### src/rtl/cpwm_pkg.sv
package cpwm_pkg;

  // Pin level for a given active state and polarity.
  function automatic logic drive_level(input logic active, input logic pol);
    return active ? pol : ~pol;
  endfunction

  // Active state selected by the force strobes. Both together always give
  // inactive, so A wins in lead mode and B wins in trail mode.
  function automatic logic force_target(input logic fa, input logic fb,
                                        input logic trail);
    if (fa && fb) return 1'b0;
    if (trail)    return fa;
    return fb;
  endfunction

  // A match counts as rising when the count went up or just reached 1.
  function automatic logic slope_is_up(input logic went_higher,
                                       input logic at_one);
    return went_higher || at_one;
  endfunction

endpackage

### src/rtl/cpwm_slope_decode.sv
module cpwm_slope_decode #(
  parameter int W = 16
) (
  input  logic         clk,
  input  logic         rst_n,
  input  logic         run,
  input  logic [W-1:0] cnt_bus,
  input  logic [W-1:0] cmp_a,
  output logic         up_hit,
  output logic         dn_hit,
  output logic         bnd
);
  import cpwm_pkg::*;

  localparam logic [W-1:0] ONE = W'(1);

  logic [W-1:0] cnt_q;
  logic         moved;
  logic         eq_hit;
  logic         rising;

  always_ff @(posedge clk) begin
    if (!rst_n) cnt_q <= '0;
    else        cnt_q <= cnt_bus;
  end

  assign moved  = (cnt_bus != cnt_q);
  assign eq_hit = run && moved && (cnt_bus == cmp_a);
  assign rising = slope_is_up(cnt_bus > cnt_q, cnt_bus == ONE);
  assign up_hit = eq_hit && rising;
  assign dn_hit = eq_hit && !rising;
  assign bnd    = run && moved && (cnt_bus == ONE);

endmodule

### src/rtl/cpwm_dead_timer.sv
module cpwm_dead_timer #(
  parameter int W = 16
) (
  input  logic         clk,
  input  logic         rst_n,
  input  logic         run,
  input  logic         load,
  input  logic         load_set,
  input  logic [W-1:0] dly,
  input  logic         cancel,
  input  logic         bnd,
  output logic         fire_set,
  output logic         fire_clr
);
  localparam logic [W-1:0] ONE = W'(1);

  logic         pend_q;
  logic         kind_q;
  logic [W-1:0] left_q;
  logic         expire;

  assign expire   = pend_q && run && (left_q == ONE) && !load && !cancel && !bnd;
  assign fire_set = expire && kind_q;
  assign fire_clr = expire && !kind_q;

  always_ff @(posedge clk) begin
    if (!rst_n) begin
      pend_q <= 1'b0;
      kind_q <= 1'b0;
      left_q <= '0;
    end else if (load) begin
      pend_q <= 1'b1;
      kind_q <= load_set;
      left_q <= dly;
    end else if (cancel || bnd) begin
      pend_q <= 1'b0;
    end else if (pend_q && run) begin
      if (left_q == ONE) pend_q <= 1'b0;
      else               left_q <= left_q - ONE;
    end
  end

  AST_LATE_EDGE_MASKED: assert property (@(posedge clk) disable iff (!rst_n)
    (bnd && !load) |=> !(fire_set || fire_clr));

  AST_FROZEN_NO_FIRE: assert property (@(posedge clk) disable iff (!rst_n)
    !run |-> !(fire_set || fire_clr));

endmodule

### src/rtl/cpwm_out_stage.sv
module cpwm_out_stage (
  input  logic clk,
  input  logic rst_n,
  input  logic pol,
  input  logic trail_mode,
  input  logic force_a,
  input  logic force_b,
  input  logic go_set,
  input  logic go_clr,
  input  logic up_hit,
  input  logic dn_hit,
  input  logic flag_clr,
  output logic pwm_out,
  output logic match_flag,
  output logic active
);
  import cpwm_pkg::*;

  logic act_q;
  logic flag_q;
  logic any_force;

  assign any_force = force_a || force_b;

  always_ff @(posedge clk) begin
    if (!rst_n) begin
      act_q <= 1'b0;
    end else if (any_force) begin
      act_q <= force_target(force_a, force_b, trail_mode);
    end else if (go_set) begin
      act_q <= 1'b1;
    end else if (go_clr) begin
      act_q <= 1'b0;
    end
  end

  always_ff @(posedge clk) begin
    if (!rst_n)                flag_q <= 1'b0;
    else if (up_hit || dn_hit) flag_q <= 1'b1;
    else if (flag_clr)         flag_q <= 1'b0;
  end

  assign active     = act_q;
  assign match_flag = flag_q;
  assign pwm_out    = drive_level(act_q, pol);

  AST_FORCE_NO_FLAG: assert property (@(posedge clk) disable iff (!rst_n)
    $rose(match_flag) |-> $past(up_hit || dn_hit));

  AST_DUAL_FORCE_IDLE: assert property (@(posedge clk) disable iff (!rst_n)
    (force_a && force_b) |=> !active);

  AST_FLAG_W1C: assert property (@(posedge clk) disable iff (!rst_n)
    (flag_clr && !up_hit && !dn_hit) |=> !match_flag);

endmodule

### src/rtl/cpwm_deadtime.sv
module cpwm_deadtime #(
  parameter int W = 16
) (
  input  logic         clk,
  input  logic         rst_n,
  input  logic         freeze,
  input  logic         trail_mode,
  input  logic         pol,
  input  logic [W-1:0] cmp_a,
  input  logic [W-1:0] dt_b,
  input  logic [W-1:0] cnt_bus,
  input  logic         force_a,
  input  logic         force_b,
  input  logic         flag_clr,
  output logic         pwm_out,
  output logic         match_flag
);
  logic run;
  logic up_hit, dn_hit, bnd;
  logic no_delay;
  logic dir_set, dir_clr;
  logic dly_load, dly_kind;
  logic cancel;
  logic fire_set, fire_clr;
  logic active;

  assign run = !freeze;

  cpwm_slope_decode #(.W(W)) u_dec (
    .clk    (clk),
    .rst_n  (rst_n),
    .run    (run),
    .cnt_bus(cnt_bus),
    .cmp_a  (cmp_a),
    .up_hit (up_hit),
    .dn_hit (dn_hit),
    .bnd    (bnd)
  );

  // Route each match either straight to the pin or through the timer.
  assign no_delay = (dt_b == '0);
  assign dir_set  = trail_mode ? up_hit : (up_hit && no_delay);
  assign dir_clr  = trail_mode ? (dn_hit && no_delay) : dn_hit;
  assign dly_load = (trail_mode ? dn_hit : up_hit) && !no_delay;
  assign dly_kind = !trail_mode;
  assign cancel   = force_a || force_b || dir_set || dir_clr;

  cpwm_dead_timer #(.W(W)) u_dt (
    .clk     (clk),
    .rst_n   (rst_n),
    .run     (run),
    .load    (dly_load),
    .load_set(dly_kind),
    .dly     (dt_b),
    .cancel  (cancel),
    .bnd     (bnd),
    .fire_set(fire_set),
    .fire_clr(fire_clr)
  );

  cpwm_out_stage u_out (
    .clk       (clk),
    .rst_n     (rst_n),
    .pol       (pol),
    .trail_mode(trail_mode),
    .force_a   (force_a),
    .force_b   (force_b),
    .go_set    (dir_set || fire_set),
    .go_clr    (dir_clr || fire_clr),
    .up_hit    (up_hit),
    .dn_hit    (dn_hit),
    .flag_clr  (flag_clr),
    .pwm_out   (pwm_out),
    .match_flag(match_flag),
    .active    (active)
  );

  AST_FREEZE_HOLDS_PIN: assert property (@(posedge clk) disable iff (!rst_n)
    (freeze && !force_a && !force_b) |=> $stable(active));

  AST_FORCE_IN_TRAIL: assert property (@(posedge clk) disable iff (!rst_n)
    (trail_mode && force_a && !force_b) |=> active);

  AST_SLOPES_DISJOINT_TIMING: assert property (@(posedge clk) disable iff (!rst_n)
    (bnd && !up_hit && !force_a && !force_b) |=> !fire_set && !fire_clr);

endmodule

### config.mk
export PLATFORM = sky130hd
export DESIGN_NAME = cpwm_deadtime
export DESIGN_NICKNAME = d
export VERILOG_FILES = /design/src/rtl/cpwm_pkg.sv /design/src/rtl/cpwm_slope_decode.sv /design/src/rtl/cpwm_dead_timer.sv /design/src/rtl/cpwm_out_stage.sv /design/src/rtl/cpwm_deadtime.sv
export SDC_FILE = /design/constraint.sdc
export NUM_CORES = 1
export LEC_CHECK = 0
export BUFFER_PORTS_ARGS = -buffer_cell sky130_fd_sc_hd__buf_4
export CORE_AREA = 4 4 58 86
export DETAILED_ROUTE_END_ITERATION = 10
export DIE_AREA = 0 0 62 90
export HOLD_SLACK_MARGIN = 0.1
export PLACE_DENSITY = 0.8
export SYNTH_ARGS = -nofsm -noshare
export SYNTH_HDL_FRONTEND = slang
export SYNTH_SLANG_ARGS = --single-unit
### constraint.sdc
create_clock -name clk -period 5.1 [get_ports clk]
set_input_delay 0.255 -clock clk [delete_from_list [all_inputs] [get_ports clk]]
set_output_delay 0.255 -clock clk [all_outputs]
set_load 0.01 [all_outputs]
==> key figures <==
Run status
  – Status: completed

Drt
  – Vias after detailed routing: 2,193
  – Post-DRT Antenna Nets: 0
  – Wire per inst: 15.19 um
  – Initial DRT Pass Iterations: 4
  – Vias per cell: 5.711
  – DRC errors left: 0
  – Drt initial violations: 81
  – Final WL: 5834 um

Synth
  – Number of synthesized flops with an enable pin: 0
  – YS warnings: 0
  – Synth Area per Inst: 8.213 sq um
  – Synth cell count leaders: dfxtp_1, inv_1, nor2_1, a21oi_1, ha_1
  – Adder-Cell Fraction of Synth Area: 9.724%
  – Synth Flop Type: dfxtp_1
  – Post-synth top area share: 31.12%
  – Top cells by area, synth: dfxtp_1, ha_1, xnor2_1
  – Post-Synth XOR/XNOR Area: 12.10%
  – Post-synthesis sequential area ratio: 31.12%
  – Area leader, netlist: dfxtp_1
  – Count leader, synth: dfxtp_1
  – Syn Inst Count: 282
  – Mapped Nets: 356
  – Post-synthesis compound-gate area fraction: 15.45%
  – Post-synthesis cell type count: 42
  – Post-Syn Area: 2316 sq um
  – Mux contribution to synthesized area: 1.351%
  – Asr flop ratio synth: 0%
  – Simple-Gate Fraction of Synth Area: 24.53%
  – Yosys reg bits: 36
  – Largest family of logic cells by synthesized area: simple AND/OR/NAND/NOR gates

Clocking
  – Maximum clock path buffer count: 2
  – Post-CTS sizing: 0
  – Hold_buf cts: 0
  – Number of post-CTS setup repair buffers: 0
  – CTS tree: yes
  – Root buffer cell: clkbuf_8
  – Reg clk slew, reported paths: 0.07 ns
  – Worst skew pair latency: 0.30 ns
  – CTS H-tree lvls: 2
  – Total CTS buffers: 5
  – CTS Sinks: 36

Timing
  – Final period util: 63.15%
  – Worst slew pin tran: 1.010 ns
  – Hold Fails Final Rpt: 0
  – # setup viols final: 0
  – Slew margin rel.: 31.61%
  – Minimum clock period: 3.221 ns
  – Maximum clock frequency: 310.5 MHz
  – Final Slew Violations: 0
  – Final Skew: 0.006592 ns
  – RSZ-0062 raised after global routing: no
  – Total Neg Setup Slack: 0 ns

Cells and area
  – Synthesis-to-layout area growth: 23.45%
  – Fillers: 399
  – Final #Nets: 411
  – Ant. Diodes: 0
  – Share of layout cells above drive strength 1: 20.71%

GRT
  – Vias in the first global route: 2,147
  – Antenna violations before repair: 0
  – Largest net degree at the start of global routing: 33
  – First-pass GRT wire length: 9370 um
  – Total track usage: 22.04%
  – GR Overflow Total: 0

Power and ir drop
  – Sequential fraction of design power: 46.9%
  – Tot Pwr: 618.8 uW
  – Net Sw Frac: 26.74%
  – Clock share of power: 34.6%
  – Pwr/cell area: 216.5 nW/um^2
  – Combinational power share: 18.5%
  – Net Switching: 165.5 uW
  – Int Power: 453.4 uW
  – Lkg Pwr: 1.232 nW
  – Max rail drop VDD: 0.2231 mV

Die
  – Die Ht: 90 um
  – DIE AREA: 5580 sq um
  – Core area: 4245 sq um
  – FP Rows: 29
  – Die width: 62 um
  – I/O Pins: 58
  – Initial Util: 54.55%

Job
  – Max-cap violations: 0

Place
  – Gpl congestion: 0.8780
  – Post-DP HPWL: 4514 um
  – PortBufs: 57

Setup path
  – Startpoint Class: flip-flop
  – WP data required: 5.24 ns
  – Slowest CP cell: nand2_1
  – CP Max Fanout: 32
  – Critical Path AT: 3.36 ns
  – Crit Path Category: flip-flop to flip-flop
  – Crit. End Element: flip-flop
  – CP Cell Sequence: inv_1 > ha_1 > nand4_1 > or4_1 > nor2b_1 > a31oi_1 > xor2_1 > nand2_1 > o21ai_0 > a21oi_1
  – Slowest stage delay, CP: 0.62 ns

Hold path
  – HP Class: input port to flip-flop
worst max-delay path: cells and delay by family, from the launching register on:
| kind | cells | cell delay [ns] |
|---|---|---|
| xor+xnor | 1 | 0.33 |
| buf+inv | 1 | 0.04 |
| fa+ha+maj | 1 | 0.29 |
| flops | 1 | 0.31 |
| simple gates | 4 | 1.55 |
| compound gates | 3 | 0.52 |
final cells by class:
class                   count  area [sq um]  area share, %
clock buffers               6         82.58          2.888
clock inverters             2         10.01         0.3501
inverters                  26         97.59          3.414
multi-input cells         211          1463          51.16
flip-flops and latches     36         720.7          25.21
well taps                  46         57.56          2.013
repair buffers             57         427.9          14.97
layer usage:
metal	GRT usage [%]	wire, um	up-vias
li1	-	-	1105
met1	22.93	2178	1018
met2	39.62	3133	58
met3	3.295	344	12
met4	10.97	178	0
met5	0	0	-
state kept, by name, summed over array words and instances (netlist names):
signal,cells
u_dec.cnt_q,16
u_out.match_flag,1
u_dt.left_q,16
u_dt.pend_q,1
u_dt.kind_q,1
u_out.active,1
final timing paths:
check	end	slack (ns)	depth (start not counted)	start
setup / recovery	u_dt.left_q[7]	1.88	10	u_dec.cnt_q[13]
hold / removal	u_dec.cnt_q[13]	0.20	2	cnt_bus[13]
setup reg to reg	u_dt.left_q[7]	1.88	10	u_dec.cnt_q[13]
hold reg to reg	u_out.match_flag	0.49	2	u_out.match_flag
per-stage QoR:
step	util, %	hold WS, ns	std cells	worst slack (ns)	cell area, sq um
floorplan	-	0.3767	282	2.364	2316
finish	67.34	0.1989	384	1.879	2859
detailed placement	65.16	0.4800	376	1.876	2766
CTS	67.34	0.1909	384	1.905	2859
global placement	65.16	0.4755	376	1.974	2766
global route	67.34	0.2030	384	1.456	2859
power by group through the flow:
stage	Clock, mW	Combinational, mW	Sequential, mW
finish	0.214	0.114	0.290
global route	0.230	0.128	0.291
CTS	0.218	0.115	0.290
detailed placement	0	0.114	0.297
global placement	0	0.111	0.296
floorplan	0	0.0552	0.296
cells by family after synthesis:
| group | Yosys count |
|---|---|
| xor gates and xnor gates | 32 |
| DFF | 36 |
| muxes | 3 |
| and+or+nand+nor | 103 |
| AOI/OAI and AO/OA | 55 |
| adders and majority gates | 18 |
| buffers and inverters | 35 |
cells in the final DEF, fill, tap and decap left out, types with 6 or more instances in the layout:
cell      synthesis  final
a21oi_1          19     19
and2_1           16     16
ha_1             18     18
inv_1            26     26
nor4_1           14     14
nand2_1           9      9
nand4_1           7      7
nand3_1           6      6
nor2_1           24     24
a211oi_1          7      7
buf_4             0     57
xnor2_1          17     17
nor3_1            8      8
dfxtp_1          36     36
o21ai_0          11     11
xor2_1           15     15
clkbuf_8          0      6
(Power assumes the default switching activity.)
